$ cat src/rtl/dtimer_pkg.sv
// Shared constants and types for the dual down-counter timer.
// Assumes a byte-addressed bus with word-aligned registers.
package dtimer_pkg;
    localparam int DATA_W    = 32;
    localparam int NUM_CH    = 2;
    localparam int ADDR_W    = 5;
    localparam int CTRL_W    = 2 * NUM_CH;
    localparam int CH_STRIDE = 8;
    localparam logic [ADDR_W-1:0] OFS_CTRL = 5'h00;
    localparam logic [ADDR_W-1:0] OFS_CH   = 5'h10;

    // Per-timer control pair, in control-word bit order (run is the lower bit).
    typedef struct packed {
        logic autoreload;
        logic run;
    } ch_ctl_t;
endpackage

$ cat src/rtl/dtimer_channel.sv
// One down-counting timer with a reload register.
// Decrements every cycle while run is high. At zero it pulses irq on the
// next cycle, then either reloads or asks the control register to stop it.
// Assumes that at most one write strobe is active per cycle.
module dtimer_channel #(
    parameter int W = 32
) (
    input  logic         clk,
    input  logic         rst_n,
    input  logic         run,
    input  logic         autoreload,
    input  logic         wr_reload,
    input  logic         wr_count,
    input  logic [W-1:0] wdata,
    output logic [W-1:0] count,
    output logic [W-1:0] reload,
    output logic         irq,
    output logic         halt
);
    logic at_zero;
    assign at_zero = (count == '0);
    // Request to clear this timer's run bit (one-shot expiry).
    assign halt    = run && !autoreload && at_zero;

    // Reload register: written by software only.
    always_ff @(posedge clk) begin
        if (!rst_n)         reload <= '0;
        else if (wr_reload) reload <= wdata;
    end

    // Counter: a software write wins; otherwise count down, or reload at zero.
    always_ff @(posedge clk) begin
        if (!rst_n)        count <= '0;
        else if (wr_count) count <= wdata;
        else if (run) begin
            if (!at_zero)        count <= count - 1'b1;
            else if (autoreload) count <= reload;
        end
    end

    // Interrupt pulse: registered copy of "running and at zero".
    always_ff @(posedge clk) begin
        if (!rst_n) irq <= 1'b0;
        else        irq <= run && at_zero;
    end

    // a stopped timer keeps its counter unless software writes it.
    a_r7_freeze: assert property (@(posedge clk) disable iff (!rst_n)
        (!run && !wr_count) |=> $stable(count));
    // a running, non-zero counter drops by exactly one.
    a_r4_decrement: assert property (@(posedge clk) disable iff (!rst_n)
        (run && count != '0 && !wr_count) |=> (count == $past(count) - 1'b1));
    // at zero with auto-reload set, the counter takes the reload value.
    a_r6_reload: assert property (@(posedge clk) disable iff (!rst_n)
        (run && autoreload && count == '0 && !wr_count) |=> (count == $past(reload)));
    // a pulse only follows a cycle where the timer ran at zero.
    a_r5_irq_cause: assert property (@(posedge clk) disable iff (!rst_n)
        $rose(irq) |-> $past(run && count == '0));
endmodule

$ cat src/rtl/dtimer_ctrl.sv
// Shared control word: one run bit and one auto-reload bit per timer.
// A software write replaces the whole word. When there is no write in a
// cycle, a timer's halt request clears its run bit.
module dtimer_ctrl
    import dtimer_pkg::*;
(
    input  logic              clk,
    input  logic              rst_n,
    input  logic              wr_ctrl,
    input  logic [CTRL_W-1:0] wdata,
    input  logic [NUM_CH-1:0] halt,
    output ch_ctl_t           ctl [NUM_CH]
);
    for (genvar i = 0; i < NUM_CH; i++) begin : g_bits
        // Per-timer control pair: software write, else self-clear on expiry.
        always_ff @(posedge clk) begin
            if (!rst_n) begin
                ctl[i] <= '0;
            end else if (wr_ctrl) begin
                ctl[i] <= wdata[2*i +: 2];
            end else if (halt[i]) begin
                ctl[i].run <= 1'b0;
            end
        end

        // an expiring one-shot timer is stopped on the next cycle.
        a_r5_selfclear: assert property (@(posedge clk) disable iff (!rst_n)
            (halt[i] && !wr_ctrl) |=> !ctl[i].run);
    end
endmodule

$ cat src/rtl/dtimer_top.sv
// Dual reloadable down-counter timer with a simple register bus.
// Decodes exact word addresses and returns 0 for unmapped reads.
// Assumes one tick per clock cycle, with no prescaler.
module dtimer_top
    import dtimer_pkg::*;
(
    input  logic              clk,
    input  logic              rst_n,
    input  logic [ADDR_W-1:0] bus_addr,
    input  logic              bus_we,
    input  logic [DATA_W-1:0] bus_wdata,
    output logic [DATA_W-1:0] bus_rdata,
    output logic [NUM_CH-1:0] tmr_irq
);
    ch_ctl_t           ctl [NUM_CH];
    logic [NUM_CH-1:0] halt;
    logic [DATA_W-1:0] cnt_q [NUM_CH];
    logic [DATA_W-1:0] rld_q [NUM_CH];
    logic              wr_ctrl;

    assign wr_ctrl = bus_we && (bus_addr == OFS_CTRL);

    dtimer_ctrl u_ctrl (
        .clk     (clk),
        .rst_n   (rst_n),
        .wr_ctrl (wr_ctrl),
        .wdata   (bus_wdata[CTRL_W-1:0]),
        .halt    (halt),
        .ctl     (ctl)
    );

    for (genvar i = 0; i < NUM_CH; i++) begin : g_ch
        localparam logic [ADDR_W-1:0] A_RLD = OFS_CH + ADDR_W'(i * CH_STRIDE);
        localparam logic [ADDR_W-1:0] A_CNT = A_RLD + ADDR_W'(4);
        logic wr_rld, wr_cnt;
        assign wr_rld = bus_we && (bus_addr == A_RLD);
        assign wr_cnt = bus_we && (bus_addr == A_CNT);

        dtimer_channel #(.W(DATA_W)) u_ch (
            .clk        (clk),
            .rst_n      (rst_n),
            .run        (ctl[i].run),
            .autoreload (ctl[i].autoreload),
            .wr_reload  (wr_rld),
            .wr_count   (wr_cnt),
            .wdata      (bus_wdata),
            .count      (cnt_q[i]),
            .reload     (rld_q[i]),
            .irq        (tmr_irq[i]),
            .halt       (halt[i])
        );
    end

    // Read mux: control word zero-extended, then the per-timer registers.
    always_comb begin
        bus_rdata = '0;
        if (bus_addr == OFS_CTRL) begin
            for (int i = 0; i < NUM_CH; i++) bus_rdata[2*i +: 2] = ctl[i];
        end
        for (int i = 0; i < NUM_CH; i++) begin
            if (bus_addr == OFS_CH + ADDR_W'(i * CH_STRIDE))     bus_rdata = rld_q[i];
            if (bus_addr == OFS_CH + ADDR_W'(i * CH_STRIDE + 4)) bus_rdata = cnt_q[i];
        end
    end

    // the upper control bits always read as zero.
    a_r2_ctrl_upper_zero: assert property (@(posedge clk) disable iff (!rst_n)
        (bus_addr == OFS_CTRL) |-> (bus_rdata[DATA_W-1:CTRL_W] == '0));
endmodule

$ cat config.mk
export PLATFORM = sky130hd
export DESIGN_NAME = dtimer_top
export DESIGN_NICKNAME = d
export VERILOG_FILES = /design/src/rtl/dtimer_pkg.sv /design/src/rtl/dtimer_channel.sv /design/src/rtl/dtimer_ctrl.sv /design/src/rtl/dtimer_top.sv
export SDC_FILE = /design/constraint.sdc
export NUM_CORES = 1
export LEC_CHECK = 0
export BUFFER_PORTS_ARGS = -buffer_cell sky130_fd_sc_hd__buf_4
export CAP_MARGIN = 10
export CORE_MARGIN = 1.5
export CORE_UTILIZATION = 60
export DETAILED_ROUTE_END_ITERATION = 6
export HOLD_SLACK_MARGIN = 0.1
export PLACE_DENSITY = 0.86
export SYNTH_ARGS = -nofsm -noshare
export SYNTH_HDL_FRONTEND = slang
export SYNTH_SLANG_ARGS = --single-unit
$ cat constraint.sdc
create_clock -name clk -period 6.1 [get_ports clk]
set_input_delay 1.22 -clock clk [delete_from_list [all_inputs] [get_ports clk]]
set_output_delay 1.22 -clock clk [all_outputs]
set_load 0.03 [all_outputs]
==> results.toml <==
[outcome]
status = "completed"

[layout]
num_antenna_cells = 0
n_fill_cell = 1082
layout-drive-gt1-share = 0.150
multi_input_area_um2 = 5250
stdcell_area_um2 = 9420
seq_area_um2 = 2680
fin_nets = 1149
area_delta_synth_final_pct = 12.9
finish.utilization = 0.703

[pwr]
p_leak_uw = 0.00362
power_per_cell_area_nw_per_um2 = 241
power_uw = 2270
peakVddDrop_mv = 0.225

[min_path]
hold_path_class = "reg2reg"
min_path_cells = 2
hp-start = "g_ch[0].u_ch.reload[5]"
min_to = "g_ch[0].u_ch.reload[5]"

[logic_synthesis]
synth_enable_flop_cells = 0
syn_avg_cell_area_um2 = 7.71
yosysWarnings = 0
synth.distinct_cells = 71
synthMuxAreaShare = 0.0935
syn_nets = 1125
yosys.area_share.simple = 0.288
synth_top_flop_cell = "dfxtp_1"
ys_seq_area_frac = 0.322
synth_compound_area_frac = 0.192
synth_xor_area_frac = 0.0473
syn_area_um2 = 8340
synthAdderAreaFrac = 0.00600
async_reset_ff_frac = 0
synthCells = 1081
synth_top_family_by_area = "simple AND/OR/NAND/NOR gates"
ys_seq_elements = 134

[routing]
routed_wl_um = 27900
drc_errors = 0
postRouteAntennaNets = 0
detail_route.wl_per_cell_um = 21.6
first_pass_iters = 6
vias = 8735
avgViaCountPerCell = 6.77
drt_iter0_drc = 1501

[critical_path]
cp_max_fo = 42
crit_path_start_kind = "input port"
path_cells = "buf_4 > mux4_2 > and2_1 > buf_4"
cpMostUsedCell = "buf_4"
reg2reg_depth = 7
criticalPathCategory = "in2out"
critPathCaptureType = "output port"
path_delay_family = "buffers and inverters"
critPathRequiredTime_ps = 4880
cp_num_buf_inv = 2
rr_endpoint = "g_ch[1].u_ch.count[18]"
r2r-start = "g_ch[1].u_ch.count[24]"
timing.reg2reg.setup_slack_ps = 2740
cpMaxStageDelayCell = "mux4_2"
cpPeakStageDelay_ps = 630
worstPathArrival_ps = 2720

[place]
io_buffer_count = 73
pre_cts_ws_ps = 1830
hpwl_um = 19200
post_dp_cell_area_um2 = 8890
place_congestion = 1.01

[sta]
period_share = 0.646
relSlewSlack = 0.288
min_period_ps = 3940
rsz0062_at_grt = "no"
setup_viol = 0
fmax_ghz = 0.254
fin_skew_ps = 4.95
fin_ws_ps = 2160
final-max-slew-violation-count = 0
setup_tns_ps = 0
hold_viol = 0
tightest_slew_ps = 1070

[clock_tree]
post-cts-setup-buffers = 0
path_clk_slew_ps = 50
htreeDepth = 4
clock_latency_ps = 430
clock_sinks = 134
cts_resized = 0
cts_made_buffers = 17
holdBufCountCts = 0
root_buffer = "clkbuf_16"
cts_tree = "built"
clk_path_buf_depth = 2

[floorplanning]
die-width_um = 121
core_area_um2 = 13400
die_y_um = 121
io_pins = 74
rows = 42
die_area_um2 = 14600
start_util = 0.622

[global_routing]
grt_pass1_vias = 7762
grt_overflow = 0
grt_pass1_wl_um = 43700
grt_start_max_net_pins = 53
antenna_found_initial = 1
grt_use_total = 0.390

[flow_run]
maxCapViolations = 0
-- worst max-delay path by stage --
stage	from	end	slack, ps	cells after the start
after floorplan	bus_addr[2]	bus_rdata[12]	1910	4
after global placement	bus_addr[2]	g_ch[0].u_ch.count[14]	1950	7
after detailed placement	bus_addr[2]	g_ch[0].u_ch.count[14]	1830	7
after CTS	bus_addr[2]	bus_rdata[2]	2150	4
after global routing	bus_addr[2]	g_ch[0].u_ch.count[14]	1910	7
final	bus_addr[2]	bus_rdata[15]	2160	4
-- cells in the final DEF, fill, tap and decap left out, drive strengths merged, types with 7 or more instances in the layout --
master and n:
a21oi 134, a31oi 14, a41oi 7, and2 33
and3 16, buf 92, clkbuf 24, dfxtp 134
inv 13, mux2i 10, mux4 30, nand2 229
nand3 40, nand3b 11, nand4 10, nor2 42
nor3 32, nor3b 12, nor4 26, o211ai 8
o21ai 37, o221ai 9, o22ai 9, or3 14
or4 11, xnor2 18, xor2 27
-- area by class of cell --
class / count / share of cell area
Multi-Input combinational cell: 846 / 0.557
Inverter: 14 / 0.00558
Clock inverter: 4 / 0.00239
Sequential cell: 134 / 0.285
Clock buffer: 24 / 0.0533
Timing Repair Buffer: 92 / 0.0733
Tap cell: 176 / 0.0234
-- where the power goes --
group / internal, uW / switching (uW)
combinational: 156 / 276
sequential: 885 / 16.3
clock: 561 / 374
total: 1600 / 667
-- routing by layer --
| layer | part of all wire | up-vias | GRT usage |
|---|---|---|---|
| li1 | - | 3949 | - |
| met1 | 0.40 | 4056 | 0.574 |
| met2 | 0.43 | 641 | 0.558 |
| met3 | 0.14 | 87 | 0.0785 |
| met4 | 0.034 | 2 | 0.155 |
| met5 | 0.00039 | - | 0 |
-- flip-flops by register name, summed over array words and instances (netlist names) --
register,count
g_ch.u_ch.count,64
g_ch.u_ch.irq,2
g_ch.u_ch.reload,64
u_ctrl.ctl,4
-- logic make-up (layout without fill, tap and decap cells) --
kind of cell    after synthesis  in the layout
mux                          40             40
compound gates              264            264
buf+inv                     101            134
simple gates                493            493
flops                       134            134
fa+ha+maj                     4              4
xor+xnor                     45             45
-- worst register-to-register path, stage by stage, from the launching register on --
cell	delay, ps
dfxtp_1	400
nor4_1	640
nand3_1	270
or3_1	710
nor3_1	820
buf_4	300
a21oi_1	70
o21ai_0	80
-- stage by stage --
step           hold slack (ps)  cells
5_1_grt                    493   1290
2_1_floorplan              441   1081
3_5_place_dp               464   1262
4_1_cts                    477   1290
3_3_place_gp               458   1262
6_report                   479   1290
-- cell usage after synthesis, drive strengths merged, types with 9 or more instances --
master | n | area (um2)
a21oi | 134 | 671
a31oi | 14 | 87.6
and2 | 33 | 206
and3 | 16 | 101
buf | 19 | 113
clkbuf | 66 | 248
dfxtp | 134 | 2680
inv | 13 | 48.8
mux2i | 10 | 100
mux4 | 30 | 679
nand2 | 229 | 862
nand3 | 40 | 200
nand3b | 11 | 82.6
nand4 | 10 | 62.6
nor2 | 42 | 158
nor3 | 32 | 160
nor3b | 12 | 90.1
nor4 | 26 | 163
o21ai | 37 | 196
o221ai | 9 | 78.8
o22ai | 9 | 56.3
or3 | 14 | 91.3
or4 | 11 | 93.8
xnor2 | 18 | 158
xor2 | 27 | 236
No activity file was read; power rests on OpenSTA's default activity.
